### src/rtl/can_fc_pkg.sv
package can_fc_pkg;
  typedef enum logic [1:0] {
    FC_ACTIVE  = 2'd0,
    FC_PASSIVE = 2'd1,
    FC_BUSOFF  = 2'd2
  } fc_state_e;
endpackage

### src/rtl/fc_err_counter.sv
module fc_err_counter #(
  parameter int CNT_W    = 9,
  parameter int BIG_STEP = 8
) (
  input  logic             clk_i,
  input  logic             rst_ni,
  input  logic             clr_i,
  input  logic             hold_i,
  input  logic             inc_big_i,
  input  logic             inc_small_i,
  input  logic             dec_i,
  output logic [CNT_W-1:0] cnt_o
);
  localparam logic [CNT_W-1:0] CNT_MAX = {CNT_W{1'b1}};

  logic [CNT_W-1:0] cnt_q, cnt_d;
  logic [CNT_W:0]   sum;
  logic [CNT_W:0]   step;

  always_comb begin
    step = '0;
    if (inc_big_i)        step = (CNT_W+1)'(BIG_STEP);
    else if (inc_small_i) step = (CNT_W+1)'(1);
    sum = {1'b0, cnt_q} + step;
    cnt_d = cnt_q;
    if (inc_big_i || inc_small_i) cnt_d = sum[CNT_W] ? CNT_MAX : sum[CNT_W-1:0];
    else if (dec_i && cnt_q != '0) cnt_d = cnt_q - 1'b1;
  end

  always_ff @(posedge clk_i or negedge rst_ni) begin
    if (!rst_ni)      cnt_q <= '0;
    else if (clr_i)   cnt_q <= '0;
    else if (!hold_i) cnt_q <= cnt_d;
  end

  assign cnt_o = cnt_q;
endmodule

### src/rtl/fc_busoff_ctrl.sv
module fc_busoff_ctrl #(
  parameter int CNT_W      = 9,
  parameter int BUSOFF_LIM = 256,
  parameter int RUN_LEN    = 11,
  parameter int RUN_NUM    = 128
) (
  input  logic             clk_i,
  input  logic             rst_ni,
  input  logic [CNT_W-1:0] tec_i,
  input  logic             bit_tick_i,
  input  logic             bus_rec_i,
  output logic             busoff_o,
  output logic             recover_o
);
  localparam int RW = (RUN_LEN > 2) ? $clog2(RUN_LEN) : 1;
  localparam int OW = (RUN_NUM > 2) ? $clog2(RUN_NUM) : 1;
  localparam logic [CNT_W-1:0] OFF_LIM  = CNT_W'(BUSOFF_LIM);
  localparam logic [RW-1:0]    RUN_LAST = RW'(RUN_LEN - 1);
  localparam logic [OW-1:0]    OCC_LAST = OW'(RUN_NUM - 1);

  logic          off_q;
  logic [RW-1:0] run_q;
  logic [OW-1:0] occ_q;
  logic          run_done;

  // tec crossing the limit disconnects at once; the register keeps it off
  assign busoff_o  = off_q || (tec_i >= OFF_LIM);
  assign run_done  = bit_tick_i && bus_rec_i && (run_q == RUN_LAST);
  assign recover_o = off_q && run_done && (occ_q == OCC_LAST);

  always_ff @(posedge clk_i or negedge rst_ni) begin
    if (!rst_ni) begin
      off_q <= 1'b0;
      run_q <= '0;
      occ_q <= '0;
    end else if (!off_q) begin
      off_q <= (tec_i >= OFF_LIM);
      run_q <= '0;
      occ_q <= '0;
    end else if (bit_tick_i) begin
      if (!bus_rec_i) begin
        run_q <= '0;
      end else if (run_done) begin
        run_q <= '0;
        if (occ_q == OCC_LAST) begin
          occ_q <= '0;
          off_q <= 1'b0;
        end else begin
          occ_q <= occ_q + 1'b1;
        end
      end else begin
        run_q <= run_q + 1'b1;
      end
    end
  end
endmodule

### src/rtl/fc_suspend_timer.sv
module fc_suspend_timer #(
  parameter int SUSP_LEN = 8
) (
  input  logic clk_i,
  input  logic rst_ni,
  input  logic clr_i,
  input  logic start_i,
  input  logic bit_tick_i,
  output logic active_o
);
  localparam int TW = $clog2(SUSP_LEN + 1);

  logic [TW-1:0] tmr_q;

  always_ff @(posedge clk_i or negedge rst_ni) begin
    if (!rst_ni)                        tmr_q <= '0;
    else if (clr_i)                     tmr_q <= '0;
    else if (start_i)                   tmr_q <= TW'(SUSP_LEN);
    else if (bit_tick_i && tmr_q != '0) tmr_q <= tmr_q - 1'b1;
  end

  assign active_o = (tmr_q != '0);
endmodule

### src/rtl/can_fault_conf.sv
module can_fault_conf
  import can_fc_pkg::*;
#(
  parameter int CNT_W       = 9,
  parameter int PASSIVE_LIM = 128,
  parameter int BUSOFF_LIM  = 256,
  parameter int BIG_STEP    = 8,
  parameter int RUN_LEN     = 11,
  parameter int RUN_NUM     = 128,
  parameter int SUSP_LEN    = 8
) (
  input  logic             clk_i,
  input  logic             rst_ni,
  input  logic             tx_err_i,
  input  logic             tx_ok_i,
  input  logic             rx_err_i,
  input  logic             rx_err_first_i,
  input  logic             rx_ok_i,
  input  logic             bit_tick_i,
  input  logic             bus_rec_i,
  output logic [1:0]       state_o,
  output logic [CNT_W-1:0] tec_o,
  output logic [CNT_W-1:0] rec_o,
  output logic             flag_recessive_o,
  output logic             suspend_o
);
  localparam logic [CNT_W-1:0] PAS_LIM = CNT_W'(PASSIVE_LIM);

  logic      busoff, recover, susp_run, susp_start;
  fc_state_e state;

  fc_err_counter #(.CNT_W(CNT_W), .BIG_STEP(BIG_STEP)) u_tec (
    .clk_i, .rst_ni,
    .clr_i      (recover),
    .hold_i     (busoff),
    .inc_big_i  (tx_err_i),
    .inc_small_i(1'b0),
    .dec_i      (tx_ok_i),
    .cnt_o      (tec_o)
  );

  fc_err_counter #(.CNT_W(CNT_W), .BIG_STEP(BIG_STEP)) u_rec (
    .clk_i, .rst_ni,
    .clr_i      (recover),
    .hold_i     (busoff),
    .inc_big_i  (rx_err_first_i),
    .inc_small_i(rx_err_i),
    .dec_i      (rx_ok_i),
    .cnt_o      (rec_o)
  );

  fc_busoff_ctrl #(
    .CNT_W(CNT_W), .BUSOFF_LIM(BUSOFF_LIM), .RUN_LEN(RUN_LEN), .RUN_NUM(RUN_NUM)
  ) u_boff (
    .clk_i, .rst_ni,
    .tec_i     (tec_o),
    .bit_tick_i,
    .bus_rec_i,
    .busoff_o  (busoff),
    .recover_o (recover)
  );

  always_comb begin
    if (busoff)                                   state = FC_BUSOFF;
    else if (tec_o >= PAS_LIM || rec_o >= PAS_LIM) state = FC_PASSIVE;
    else                                          state = FC_ACTIVE;
  end

  assign susp_start = (state == FC_PASSIVE) && (tx_ok_i || tx_err_i);

  fc_suspend_timer #(.SUSP_LEN(SUSP_LEN)) u_susp (
    .clk_i, .rst_ni,
    .clr_i     (busoff),
    .start_i   (susp_start),
    .bit_tick_i,
    .active_o  (susp_run)
  );

  assign state_o          = state;
  assign flag_recessive_o = (state != FC_ACTIVE);
  assign suspend_o        = susp_run && !busoff;
endmodule

### config.mk
export PLATFORM = sky130hd
export DESIGN_NAME = can_fault_conf
export DESIGN_NICKNAME = d
export VERILOG_FILES = /design/src/rtl/can_fc_pkg.sv /design/src/rtl/fc_err_counter.sv /design/src/rtl/fc_busoff_ctrl.sv /design/src/rtl/fc_suspend_timer.sv /design/src/rtl/can_fault_conf.sv
export SDC_FILE = /design/constraint.sdc
export NUM_CORES = 1
export LEC_CHECK = 0
export ABC_AREA = 1
export BUFFER_PORTS_ARGS = -buffer_cell sky130_fd_sc_hd__buf_2
export CORE_MARGIN = 1.5
export CORE_UTILIZATION = 39
export DETAILED_ROUTE_END_ITERATION = 8
export GPL_ROUTABILITY_DRIVEN = 0
export SKIP_LAST_GASP = 1
export SLEW_MARGIN = 20
export SYNTH_ARGS = -nofsm -noshare
export SYNTH_HDL_FRONTEND = slang
export SYNTH_SLANG_ARGS = --single-unit
### constraint.sdc
create_clock -name clk_i -period 1.4 [get_ports clk_i]
set_input_delay 0.07 -clock clk_i [delete_from_list [all_inputs] [get_ports clk_i]]
set_output_delay 0.07 -clock clk_i [all_outputs]
set_load 0.03 [all_outputs]
Word level (Yosys, flattened, before mapping)
Index checks and enable logic that the tools add are counted.
- flip-flop bits (word level): 34
- input port bits: 9
- output and inout port bits: 22
- word-level logic and storage cells: 79
- add/sub/neg operators: 7
- magnitude comparators: 3
- eq/ne operators: 7
- mux-type cells: 32
- reductions and logical operators: 24
- operator list (operator ; count):
    $mux W9 ; 10
    $mux W4 ; 9
    $mux W7 ; 5
    $add A9 B4 Y10 ; 2
    $ge A9 B8 Y1 const B ; 2
    $reduce_bool A9 Y1 ; 2
    $sub A9 B1 Y9 const B ; 2
    $ge A9 B9 Y1 const B ; 1
    $logic_and A1 B1 Y1 ; 9
    $reduce_bool A3 Y1 ; 3
    $ne A2 B2 Y1 const B ; 4
    $add A7 B1 Y7 const B ; 1
    $eq A7 B7 Y1 const B ; 1
    $mux W1 ; 7
    $add A4 B1 Y4 const B ; 1
    $eq A4 B4 Y1 const B ; 1
    $logic_or A1 B1 Y1 ; 4
    $reduce_and A2 Y1 ; 2
    $reduce_bool A4 Y1 ; 1
    $sub A4 B1 Y4 const B ; 1
    $reduce_and A3 Y1 ; 1
    $eq A2 B1 Y1 const B ; 1
    $mux W2 ; 1
    $reduce_bool A2 Y1 ; 1
    $logic_not A1 Y1 ; 1

Logic depth before layout (Yosys ltp)
Gate-level depths: netlist of the first run.
- depth in word-level cells: 8
- mapped depth: 13

Cells and area by module
Synthesis of the first run repeated with hierarchy kept, for this count alone.
- cells, all modules: 474
- area, all modules: 2982.9 um2
- modules (own cells, without submodules) (module ; instances ; cells each ; area each (um2)):
    fc_err_counter ; 2 ; 168 ; 955.9
    fc_busoff_ctrl ; 1 ; 93 ; 742.0
    fc_suspend_timer ; 1 ; 32 ; 275.3
    can_fault_conf ; 1 ; 13 ; 53.8

Worst setup path before layout of the first run
Ideal clock, no wire load.
- kind: register -> register
- start point: reg u_tec.cnt_q[3] (netlist: u_tec.cnt_o[3])
- end point: reg u_tec.cnt_q[2] (netlist: u_tec.cnt_o[2])
- library setup time: 122 ps
- data arrival time: 1604 ps
- required time: 1278 ps
- setup slack: -326 ps
- cell stages (with the launch flop): 10
- path buffers: 0
- period minus slack after synthesis: 1726 ps
- cells stage by stage: dfrtp_1 ha_1 ha_1 nand3_2 nor2_1 nand2_1 nand2_2 nand2_4 nand3_1 o21ai_1
- word-level cells in the longest chain between the ends: 5
- RTL lines (element ; RTL line ; text):
    from (decl) ; fc_err_counter.sv:16 ; logic [CNT_W-1:0] cnt_q, cnt_d;
    from (signal assigned) ; fc_err_counter.sv:33 ; else if (!hold_i) cnt_q <= cnt_d;
    $add A9 B4 Y10 ; fc_err_counter.sv:24 ; sum = {1'b0, cnt_q} + step;
    $mux W9 (2 in series) ; fc_err_counter.sv:26 ; if (inc_big_i || inc_small_i) cnt_d = sum[CNT_W] ? CNT_MAX : sum[CNT_W-1:0];
    $mux W9 ; fc_err_counter.sv:33 ;
    $mux W9 ; fc_err_counter.sv:32 ; else if (clr_i) cnt_q <= '0;
Parallel ways exist; a longest one is shown, timed or not. The select of a mux whose other input is x is not followed.
A chain may end at the register's enable or synchronous reset.

Worst setup path after layout of the first run
- start point: reg u_rec.cnt_q[3] (netlist: u_rec.cnt_o[3])
- end point: reg u_rec.cnt_q[7] (netlist: u_rec.cnt_o[7])
- word-level cells in the longest chain between the ends: 5
- RTL lines (element ; RTL line):
    from (decl) ; fc_err_counter.sv:16
    from (signal assigned) ; fc_err_counter.sv:33
    $sub A9 B1 Y9 / $add A9 B4 Y10 (equally long branches) ; fc_err_counter.sv:27, fc_err_counter.sv:24
    $mux W9 (on tied branches) ; fc_err_counter.sv:27, fc_err_counter.sv:26
    $mux W9 ; fc_err_counter.sv:26
    $mux W9 ; fc_err_counter.sv:33
    $mux W9 ; fc_err_counter.sv:32
Parallel ways exist; a longest one is shown, timed or not. The select of a mux whose other input is x is not followed.

==> results of run 1 <==
[repair_timing]
item / in CTS / in global routing
gates cloned: 0 / 1
hold buffers: 1 / 0
resized for setup: 17 / 36
pin swaps: 17 / 25
endpoints found under the hold margin: 34 / 0
setup buffers: 8 / 5
endpoints found under the setup margin: 26 / 30
[cell families after synthesis]
family | count (synthesis) | synth area share [%]
adders and majority gates | 13 | 6.197
and+or+nand+nor | 208 | 39.18
AOI/OAI and AO/OA | 43 | 10.01
xor gates and xnor gates | 12 | 4.004
buffers and inverters | 49 | 8.198
DFF | 34 | 32.41
[power by group through the flow]
stage	combinational (W)	sequential [W]	clock (W)
detailed placement	0.00322	0.00155	0
floorplan	0.00163	0.00199	0
CTS	0.00336	0.00153	0.000809
global route	0.00390	0.00158	0.000842
global placement	0.00320	0.00154	0
finish	0.00356	0.00154	0.000783
[per-layer routing]
layer	vias to the layer above	wire [um]	GRT usage, %	share of wire (%)
met4	0	101	6.706	1.5
met3	10	134	2.626	2.0
li1	1362	-	-	-
met5	-	0	0	0
met2	34	3447	33.04	51
met1	1241	3134	24.73	46
[path summary, 6_finish.rpt]
check,start,to,slack (ns),depth (start not counted)
worst min-delay path,bit_tick_i,u_susp.tmr_q[2],0.12,3
worst max register to register,u_rec.cnt_o[3],u_rec.cnt_o[7],-0.12,11
max in group asynchronous,rst_ni,u_rec.cnt_o[0],0.71,3
worst max-delay path,u_rec.cnt_o[3],u_rec.cnt_o[7],-0.12,11
min in group asynchronous,rst_ni,u_boff.occ_q[2],0.34,3
worst min register to register,u_susp.tmr_q[3],u_susp.tmr_q[3],0.53,2
[worst min-delay path, delay by kind of cell]
kind | cells | cell delay [ns]
buf+inv | 1 | 0.15
compound gates | 1 | 0.07
simple gates | 1 | 0.09
[placed cells by master, fill, tap and decap left out, types with 8 or more instances in the layout]
master,n
a21oi_1,8
buf_2,28
buf_4,58
dfrtp_1,24
dfrtp_2,10
inv_1,28
inv_2,14
nand2_1,84
nand2_2,14
nand2_4,8
nand3_1,25
nand3_2,11
nor2_1,28
nor2_4,10
o21ai_0,8
[registers in the layout, summed over array words and instances, names as in the netlist]
signal	count
u_rec.cnt_o	9
u_boff.occ_q	7
u_tec.cnt_o	9
u_susp.tmr_q	4
u_boff.off_q	1
u_boff.run_q	4
[through the flow]
| step | power (W) | utilization (%) | setup slack [ns] |
|---|---|---|---|
| 2_1_floorplan | 0.003618 | - | -0.1461 |
| 3_3_place_gp | 0.004739 | 51.88 | -0.1100 |
| 3_5_place_dp | 0.004768 | 51.88 | -0.1518 |
| 4_1_cts | 0.005699 | 55.23 | -0.1226 |
| 5_1_grt | 0.006321 | 58.00 | -0.2184 |
| 6_report | 0.005884 | 58.00 | -0.1174 |
[final cells by class]
| class | count | area, sq um | share of cell area, % |
|---|---|---|---|
| Timing Repair Buffer | 93 | 661.9 | 17.77 |
| Clock inverter | 1 | 5.005 | 0.1344 |
| Sequential cell | 34 | 863.3 | 23.18 |
| Inverter | 43 | 163.9 | 4.400 |
| Tap cell | 77 | 96.34 | 2.586 |
| Multi-Input combinational cell | 277 | 1848 | 49.61 |
| Clock buffer | 7 | 86.33 | 2.318 |
==> metrics.csv, run 1 <==
stage;metric;value;unit
place;placed_area;3332;sq um
yosys;synth_cell_types;36;
floorplan;dieArea;7232;sq um
clock_network;clockRootBuffer;clkbuf_8;
detailed_routing;drtAntennaViolNets;0;
critical_path;cp.arrival;1.75;ns
timing;clock_skew;0.008030;ns
global_routing;grt.total_usage;19.22;%
critical_path;worst_path_max_delay_cell;dfrtp_2;
power_and_ir_drop;swShare;46.48;%
outcome;violations;DRC, setup timing;
critical_path;cpMostUsedCell;nand2_4;
floorplan;coreArea;6422;sq um
finish;area_delta_synth_final;41.90;%
timing;setup_tns;-1.001;ns
floorplan;start_util;40.87;%
detailed_routing;wire_per_inst;12.81;um
floorplan;fp-row-count;29;
yosys;synth_area;2625;sq um
detailed_routing;routed_wl;6817;um
timing;period_share;108.4;%
yosys;synth_top_area_share;32.41;%
yosys;async_flop_share;100.0;%
critical_path;crit_type;reg2reg;
critical_path;critPathMaxStageDelay;0.44;ns
yosys;yosysSeqAreaShare;32.41;%
power_and_ir_drop;peakVddDrop;1.016;mV
finish;final-instance-count-excl-fill;532;
timing;hold-worst-slack;0.1225;ns
timing;setup_viol;19;
timing;finalHoldViolations;0;
global_routing;grt_max_degree;35;
critical_path;crit_chain;ha_4 -> nand2_4 -> inv_2 -> nand2_2 -> nand2_2 -> nand2_4 -> nand2_4 -> nor2_1 -> nor2_1 -> nand2_1 -> nand2_1;
detailed_routing;remaining_drc_errors;1;
yosys;avgSynthCellArea;7.312;sq um
yosys;netlist.top_cell.by_area;dfrtp_1;
clock_network;cts_tree;yes;
clock_network;clk_path_buf_depth;2;
critical_path;start_kind;flop;
global_routing;overflow;0;
clock_network;numCtsBuffers;5;
detailed_routing;avgViaCountPerCell;4.976;
finish;stdcell_area;3725;sq um
finish;n_fill_cell;603;
detailed_routing;via_count;2647;
finish;fin_nets;476;
timing;period_minus_slack;1.517;ns
power_and_ir_drop;share_seq_of_total_power;26.2;%
clock_network;clock_sinks;34;
timing;setup_ws;-0.1174;ns
critical_path;crit_family;simple AND/OR/NAND/NOR gates;
power_and_ir_drop;p_comb_share;60.5;%
clock_network;clkTransAtPathRegs;0.08;ns
yosys;ys.flop_type;dfrtp_1;
power_and_ir_drop;power.internal;0.003149;W
global_routing;grt_pass1_wl;11250;um
finish;layout-drive-gt1-share;44.18;%
critical_path;worstPathMaxFanout;6;
timing;fmax;0.6590;GHz
yosys;ys_ff_latch;34;
timing;worst_slew_pin_slew;0.4506;ns
floorplan;dieHeight;85.04;um
yosys;synthCells;359;
power_and_ir_drop;p_per_area;1580;nW/um^2
finish;n_antenna_cell;0;
clock_network;insertion_delay;0.29;ns
flow_run;maxCapViolCount;0;
critical_path;cp-end-kind;flop;
global_routing;antenna_found_initial;0;
critical_path;required;1.63;ns
power_and_ir_drop;power_leakage;1.793;nW
detailed_routing;drtPass1Iterations;6;
timing;relSlewSlack;69.96;%
place;place_hpwl;4959;um
worst_hold_path;hold_class;in2reg;
yosys;synth.area.top_cells;dfrtp_1 32%, nand2_1 13%, nand3_1 6.5%;
critical_path;critPathBufInv;1;
power_and_ir_drop;power.switching;0.002735;W
floorplan;fp.dieW;85.04;um
global_routing;grt_pass1_vias;2505;
clock_network;htreeDepth;2;
detailed_routing;initialDrtViolationCount;98;
place;io_buffers;30;
yosys;synth_most_common_cell;nand2_1;
floorplan;ios;31;
power_and_ir_drop;pwr-share-clk;13.3;%
yosys;syn-num-nets;381;
yosys;synth_common_cells;92 x nand2_1, 40 x inv_1, 35 x nor2_1, 34 x dfrtp_1, 34 x nand3_1;
timing;rsz0062_at_grt;yes;
place;post-place-cells;509;
outcome;status;finished with violations;
yosys;synth_edf_count;0;
yosys;ys_warn_count;0;
timing;drv_slew;0;
No activity file was read; power rests on OpenSTA's default activity.
==> run 2: changes to the inputs <==
Settings changed: SETUP_SLACK_MARGIN set to 0.02.
==> metrics.csv, run 2 (same netlist as run 1, synthesis figures left out) <==
stage;metric;value;unit;change
outcome;status;finished with violations;;
outcome;violations;setup timing;;
finish;seq_area;865.8;sq um;+0.29%
critical_path;start_kind;flop;;
clock_network;clock_sinks;34;;unchanged
detailed_routing;via_count;2625;;-0.83%
place;placed_area;3383;sq um;+1.5%
critical_path;r2r-start;u_rec.cnt_o[3];;
critical_path;required;1.61;ns;-0.02 ns
critical_path;cp-end-kind;flop;;
floorplan;fp-row-count;29;;unchanged
finish;layout.cells.most_common_list;88 x nand2_1, 58 x buf_4, 28 x buf_2, 26 x inv_1, 26 x nor2_1;;
critical_path;worst_path_max_delay_cell;dfrtp_2;;
critical_path;cpMostUsedCell;nand2_2;;
timing;period_minus_slack;1.540;ns;+0.02250 ns
critical_path;critPathMaxStageDelay;0.46;ns;+0.02 ns
clock_network;numCtsBuffers;5;;unchanged
clock_network;htreeDepth;2;;unchanged
timing;finalHoldViolations;0;;unchanged
place;io_buffers;30;;unchanged
place;place_hpwl;5030;um;+1.4%
worst_hold_path;min_path_cells;3;;unchanged
power_and_ir_drop;peakVddDrop;0.9806;mV;-3.5%
finish;multi_input_area;1861;sq um;+0.68%
timing;setup_viol;18;;-1
critical_path;crit_family;flip-flops;;
floorplan;dieArea;7232;sq um;unchanged
worst_hold_path;hold_end;u_boff.run_q[0];;
finish;final_common_cell;nand2_1;;
floorplan;coreArea;6422;sq um;unchanged
critical_path;cp.arrival;1.75;ns;about the same
floorplan;fp.dieW;85.04;um;unchanged
clock_network;clk_path_buf_depth;2;;unchanged
clock_network;clockRootBuffer;clkbuf_8;;
timing;period_share;110.0;%;+1.6 points
global_routing;grt_pass1_vias;2493;;-0.48%
detailed_routing;drtPass1Iterations;4;;-2
finish;n_fill_cell;607;;+0.66%
timing;fmax;0.6494;GHz;-1.5%
floorplan;dieHeight;85.04;um;unchanged
power_and_ir_drop;p_per_area;1559;nW/um^2;-1.3%
timing;clock_skew;0.008401;ns;+0.0003711 ns
critical_path;rr_worst_depth;10;;-1
critical_path;r2r-end;u_rec.cnt_o[0];;
detailed_routing;drtAntennaViolNets;0;;unchanged
critical_path;critPathBufInv;2;;+1
detailed_routing;initialDrtViolationCount;88;;-10%
global_routing;overflow;0;;unchanged
clock_network;clkTransAtPathRegs;0.08;ns;about the same
timing;drv_slew;0;;unchanged
flow_run;maxCapViolCount;0;;unchanged
finish;stdcell_area;3776;sq um;+1.4%
global_routing;grt.total_usage;19.51;%;+0.29 points
timing;rsz0062_at_grt;yes;;
detailed_routing;routed_wl;6709;um;-1.6%
clock_network;insertion_delay;0.28;ns;about the same
clock_network;cts_tree;yes;;
global_routing;grt_max_degree;23;;-34%
critical_path;crit_type;reg2reg;;
detailed_routing;wire_per_inst;12.56;um;-2.0%
worst_hold_path;min-delay-start;bus_rec_i;;
critical_path;rrSetupSlack;-0.14;ns;-0.02 ns
finish;layout-drive-gt1-share;45.51;%;+1.3 points
finish;area_delta_synth_final;43.85;%;
worst_hold_path;hold_class;in2reg;;
floorplan;ios;31;;unchanged
critical_path;crit_chain;ha_4 -> nand2_2 -> inv_2 -> nand2_2 -> nand2_2 -> nand2_4 -> buf_4 -> nand3b_1 -> nand2_1 -> o21ai_1;;
detailed_routing;avgViaCountPerCell;4.916;;-1.2%
timing;setup_tns;-1.416;ns;-0.4148 ns
timing;setup_ws;-0.1399;ns;-0.02250 ns
floorplan;start_util;40.87;%;unchanged
detailed_routing;remaining_drc_errors;0;;-1
power_and_ir_drop;power_leakage;1.787;nW;-0.37%
finish;fin_nets;478;;+0.42%
global_routing;antenna_found_initial;0;;unchanged
critical_path;worstPathMaxFanout;5;;-1
timing;worst_slew_pin_slew;0.3461;ns;-0.1045 ns
global_routing;grt_pass1_wl;11500;um;+2.2%
finish;n_antenna_cell;0;;unchanged
timing;relSlewSlack;76.93;%;+7.0 points
[run 2: changes by cell type in the layout (fill, tap and decap cells not counted), moves of 2 or more]
cell / previous run / this run
buf_6: 5 / 8
dfrtp_1: 24 / 22
dfrtp_2: 10 / 12
inv_1: 28 / 26
nand2_1: 84 / 88
nand2_2: 14 / 11
nand2_4: 8 / 5
nor2_1: 28 / 26
o22ai_1: 2 / 0
o22ai_2: 1 / 3
[run 2: worst reg2reg max path, delay by kind of cell, from the launching register on]
kind	cells	cell delay [ns]
and+or+nand+nor	6	0.41
buffers and inverters	2	0.19
adders and majority gates	1	0.30
AOI/OAI and AO/OA	1	0.11
DFF	1	0.46
[run 2: stage by stage]
stage	worst slack, ns	utilization (%)	hold slack (ns)	total power, W	instances
2_1_floorplan	-0.1335	-	-0.2256	0.003629	359
3_3_place_gp	-0.09918	52.68	-0.01165	0.004770	515
3_5_place_dp	-0.1127	52.68	-0.008248	0.004795	515
4_1_cts	-0.1086	56.52	0.08455	0.005752	529
5_1_grt	-0.2239	58.80	0.09553	0.006376	534
6_report	-0.1399	58.80	0.07798	0.005887	534
[run 2: timing repair]
item / in CTS / in global routing
pin swaps: 19 / 22
buffers inserted: 5 / 5
endpoints found under the hold margin: 34 / 0
resized for setup: 26 / 33
setup endpoints to repair: 30 / 34
hold buffers: 1 / 0
[run 2: metal layers]
| metal | vias up | wire length, um | global-route usage (%) |
|---|---|---|---|
| met3 | 4 | 147 | 2.821 |
| met5 | - | 0 | 0 |
| met2 | 36 | 3352 | 33.77 |
| met4 | 0 | 65 | 4.620 |
| li1 | 1372 | - | - |
| met1 | 1213 | 3143 | 25.67 |
[run 2: how the worst max path moves through the flow]
stage,cells past startpoint,to,from,slack [ns]
6_report,10,u_rec.cnt_o[0],u_rec.cnt_o[3],-0.14
2_1_floorplan,9,u_tec.cnt_o[2],u_tec.cnt_o[3],-0.13
3_5_place_dp,11,u_rec.cnt_o[7],u_rec.cnt_o[3],-0.11
5_1_grt,10,u_rec.cnt_o[3],u_rec.cnt_o[3],-0.22
3_3_place_gp,8,u_tec.cnt_o[8],u_tec.cnt_o[3],-0.1
4_1_cts,11,u_rec.cnt_o[7],u_rec.cnt_o[3],-0.11
[run 2: cell type report]
class                   count  area share, %
clock inverters             1         0.1325
multi-input cells         276          49.27
inverters                  43          4.407
flip-flops and latches     34          22.93
clock buffers               7          2.286
well taps                  77          2.551
repair buffers             96          18.42
[run 2: power by group]
group          internal (W)  switching (W)
clock network      0.000398       0.000378
registers           0.00124       0.000317
logic               0.00154        0.00201
total               0.00319        0.00270
==> run 3: changes to the inputs <==
Settings changed: BUFFER_PORTS_ARGS -buffer_cell sky130_fd_sc_hd__buf_2 to not set, CORE_UTILIZATION 39 to 50, DONT_BUFFER_PORTS set to 1, PLACE_DENSITY set to 0.68.
==> metrics.csv, run 3 (same netlist as run 1, synthesis figures left out) <==
stage;metric;value;unit;change
floorplan;ios;31;;unchanged
finish;area_delta_synth_final;45.81;%;
floorplan;fp.dieW;75.46;um;-11%
timing;setup_ws;-0.1468;ns;-0.006882 ns
global_routing;grt_max_degree;35;;+52%
critical_path;required;1.61;ns;about the same
critical_path;crit_cells;10;;unchanged
timing;clock_skew;0.008172;ns;-0.0002290 ns
power_and_ir_drop;power_leakage;1.769;nW;-1.0%
floorplan;coreArea;5075;sq um;-21%
global_routing;grt_pass1_vias;2441;;-2.1%
global_routing;grt_pass1_wl;10680;um;-7.1%
critical_path;critPathCapture;u_rec.cnt_o[3];;
timing;fmax;0.6465;GHz;-0.45%
place;place_hpwl;4689;um;-6.8%
finish;stdcell_area;3827;sq um;+1.4%
clock_network;htreeDepth;2;;unchanged
critical_path;rrSetupSlack;-0.15;ns;about the same
detailed_routing;avgViaCountPerCell;5.090;;+3.6%
detailed_routing;initialDrtViolationCount;189;;+110%
clock_network;clkTransAtPathRegs;0.08;ns;about the same
critical_path;critPathBufInv;2;;unchanged
clock_network;clk_path_buf_depth;2;;unchanged
detailed_routing;drtPass1Iterations;4;;unchanged
place;placed_area;3247;sq um;-4.0%
global_routing;overflow;0;;unchanged
critical_path;worst_path_max_delay_cell;dfrtp_2;;
outcome;status;finished with violations;;
critical_path;cpMostUsedCell;nand2_2;;
finish;fin_nets;460;;-3.8%
critical_path;crit_chain;ha_4 -> nand2_2 -> inv_2 -> nand2_2 -> nand2_2 -> nand2_4 -> buf_4 -> nand3_2 -> nand2_1 -> o21ai_1;;
timing;relSlewSlack;81.07;%;+4.1 points
worst_hold_path;min-delay-start;bit_tick_i;;
detailed_routing;routed_wl;6910;um;+3.0%
timing;period_share;110.5;%;+0.49 points
global_routing;antenna_found_initial;0;;unchanged
clock_network;cts_tree;yes;;
finish;final_common_cell;nand2_1;;
flow_run;maxCapViolCount;0;;unchanged
critical_path;r2r-end;u_rec.cnt_o[3];;
finish;final-instance-count-excl-fill;509;;-4.7%
timing;rsz0062_at_grt;yes;;
clock_network;insertion_delay;0.29;ns;about the same
finish;n_antenna_cell;0;;unchanged
timing;period_minus_slack;1.547;ns;+0.006882 ns
floorplan;start_util;51.73;%;+11 points
clock_network;clockRootBuffer;clkbuf_8;;
clock_network;numCtsBuffers;5;;unchanged
finish;layout-drive-gt1-share;44.87;%;-0.64 points
floorplan;dieArea;5693;sq um;-21%
detailed_routing;remaining_drc_errors;0;;unchanged
global_routing;grt.total_usage;24.26;%;+4.8 points
outcome;violations;setup timing;;
critical_path;cp-end-kind;flop;;
worst_hold_path;min_path_cells;3;;unchanged
critical_path;cp.arrival;1.76;ns;about the same
timing;hold-worst-slack;0.01173;ns;-0.06625 ns
critical_path;critPathMaxStageDelay;0.46;ns;about the same
clock_network;clock_sinks;34;;unchanged
power_and_ir_drop;peakVddDrop;1.014;mV;+3.4%
floorplan;dieHeight;75.46;um;-11%
floorplan;fp-row-count;26;;-10%
critical_path;rr_worst_depth;10;;unchanged
timing;setup_viol;25;;+7
worst_hold_path;hold_class;in2reg;;
critical_path;worstPathMaxFanout;6;;+1
power_and_ir_drop;finalPower;0.006197;W;+5.3%
power_and_ir_drop;p_per_area;1619;nW/um^2;+3.9%
detailed_routing;wire_per_inst;13.58;um;+8.1%
place;io_buffers;0;;-100%
critical_path;r2r-start;u_rec.cnt_o[3];;
critical_path;start_kind;flop;;
timing;drv_slew;0;;unchanged
timing;finalHoldViolations;0;;unchanged
critical_path;crit_type;reg2reg;;
critical_path;crit_family;flip-flops;;
detailed_routing;via_count;2591;;-1.3%
place;post-place-cells;481;;-6.6%
detailed_routing;drtAntennaViolNets;0;;unchanged
critical_path;startpoint;u_rec.cnt_o[3];;
timing;worst_slew_pin_slew;0.2832;ns;-0.06285 ns
finish;layout.cells.most_common_list;84 x nand2_1, 60 x buf_4, 25 x nand3_1, 24 x nor2_1, 22 x inv_1;;
## run 3: layout make-up
class,count,area [sq um]
repair buffers,77,655.6
inverters,43,168.9
well taps,70,87.58
multi-input cells,277,1906
clock inverters,2,60.06
fillers,375,1247
flip-flops and latches,34,867.1
clock buffers,6,82.58
## run 3: worst min-delay path, delay by kind of cell
family                 cells  cell delay (ns)
AO/OA/AOI/OAI              1             0.07
buffers and inverters      1             0.09
AND/OR/NAND/NOR            1             0.03
## run 3: repair_timing
action	4_1_cts	5_1_grt
cloned	0	1
buffers inserted	5	11
hold buffers	4	0
resized for setup	29	45
endpoints found under the setup margin	30	36
pin swaps	24	19
endpoints found under the hold margin	36	0
## run 3: per-stage QoR
stage	util, %	setup slack, ns	setup TNS (ns)
2_1_floorplan	-	-0.1335	-1.642
3_3_place_gp	63.98	-0.1039	-0.8871
3_5_place_dp	63.98	-0.1215	-1.519
4_1_cts	70.96	-0.1156	-1.444
5_1_grt	75.42	-0.2306	-4.450
6_report	75.42	-0.1468	-2.426
## run 3: worst min path at each step
stage	slack, ns	endpoint
after global placement	-0.22	u_boff.run_q[1]
after floorplan	-0.23	u_boff.occ_q[0]
after global routing	0.02	u_boff.run_q[0]
after CTS	0.03	u_tec.cnt_o[5]
final	0.01	u_boff.run_q[0]
after detailed placement	-0.22	u_boff.run_q[0]
## run 3: per-layer routing
| metal | global-route usage [%] | vias to the layer above | wire, um |
|---|---|---|---|
| met4 | 6.349 | 0 | 63 |
| met3 | 5.159 | 8 | 334 |
| met5 | 0 | - | 0 |
| met2 | 41.33 | 64 | 3505 |
| li1 | - | 1329 | - |
| met1 | 31.33 | 1190 | 3006 |
## run 3: power by group
part           switching [W]  leakage (nW)  internal [W]
Combinational        0.00197          1.27       0.00151
Sequential          0.000334         0.423       0.00125
Clock               0.000380        0.0714      0.000760
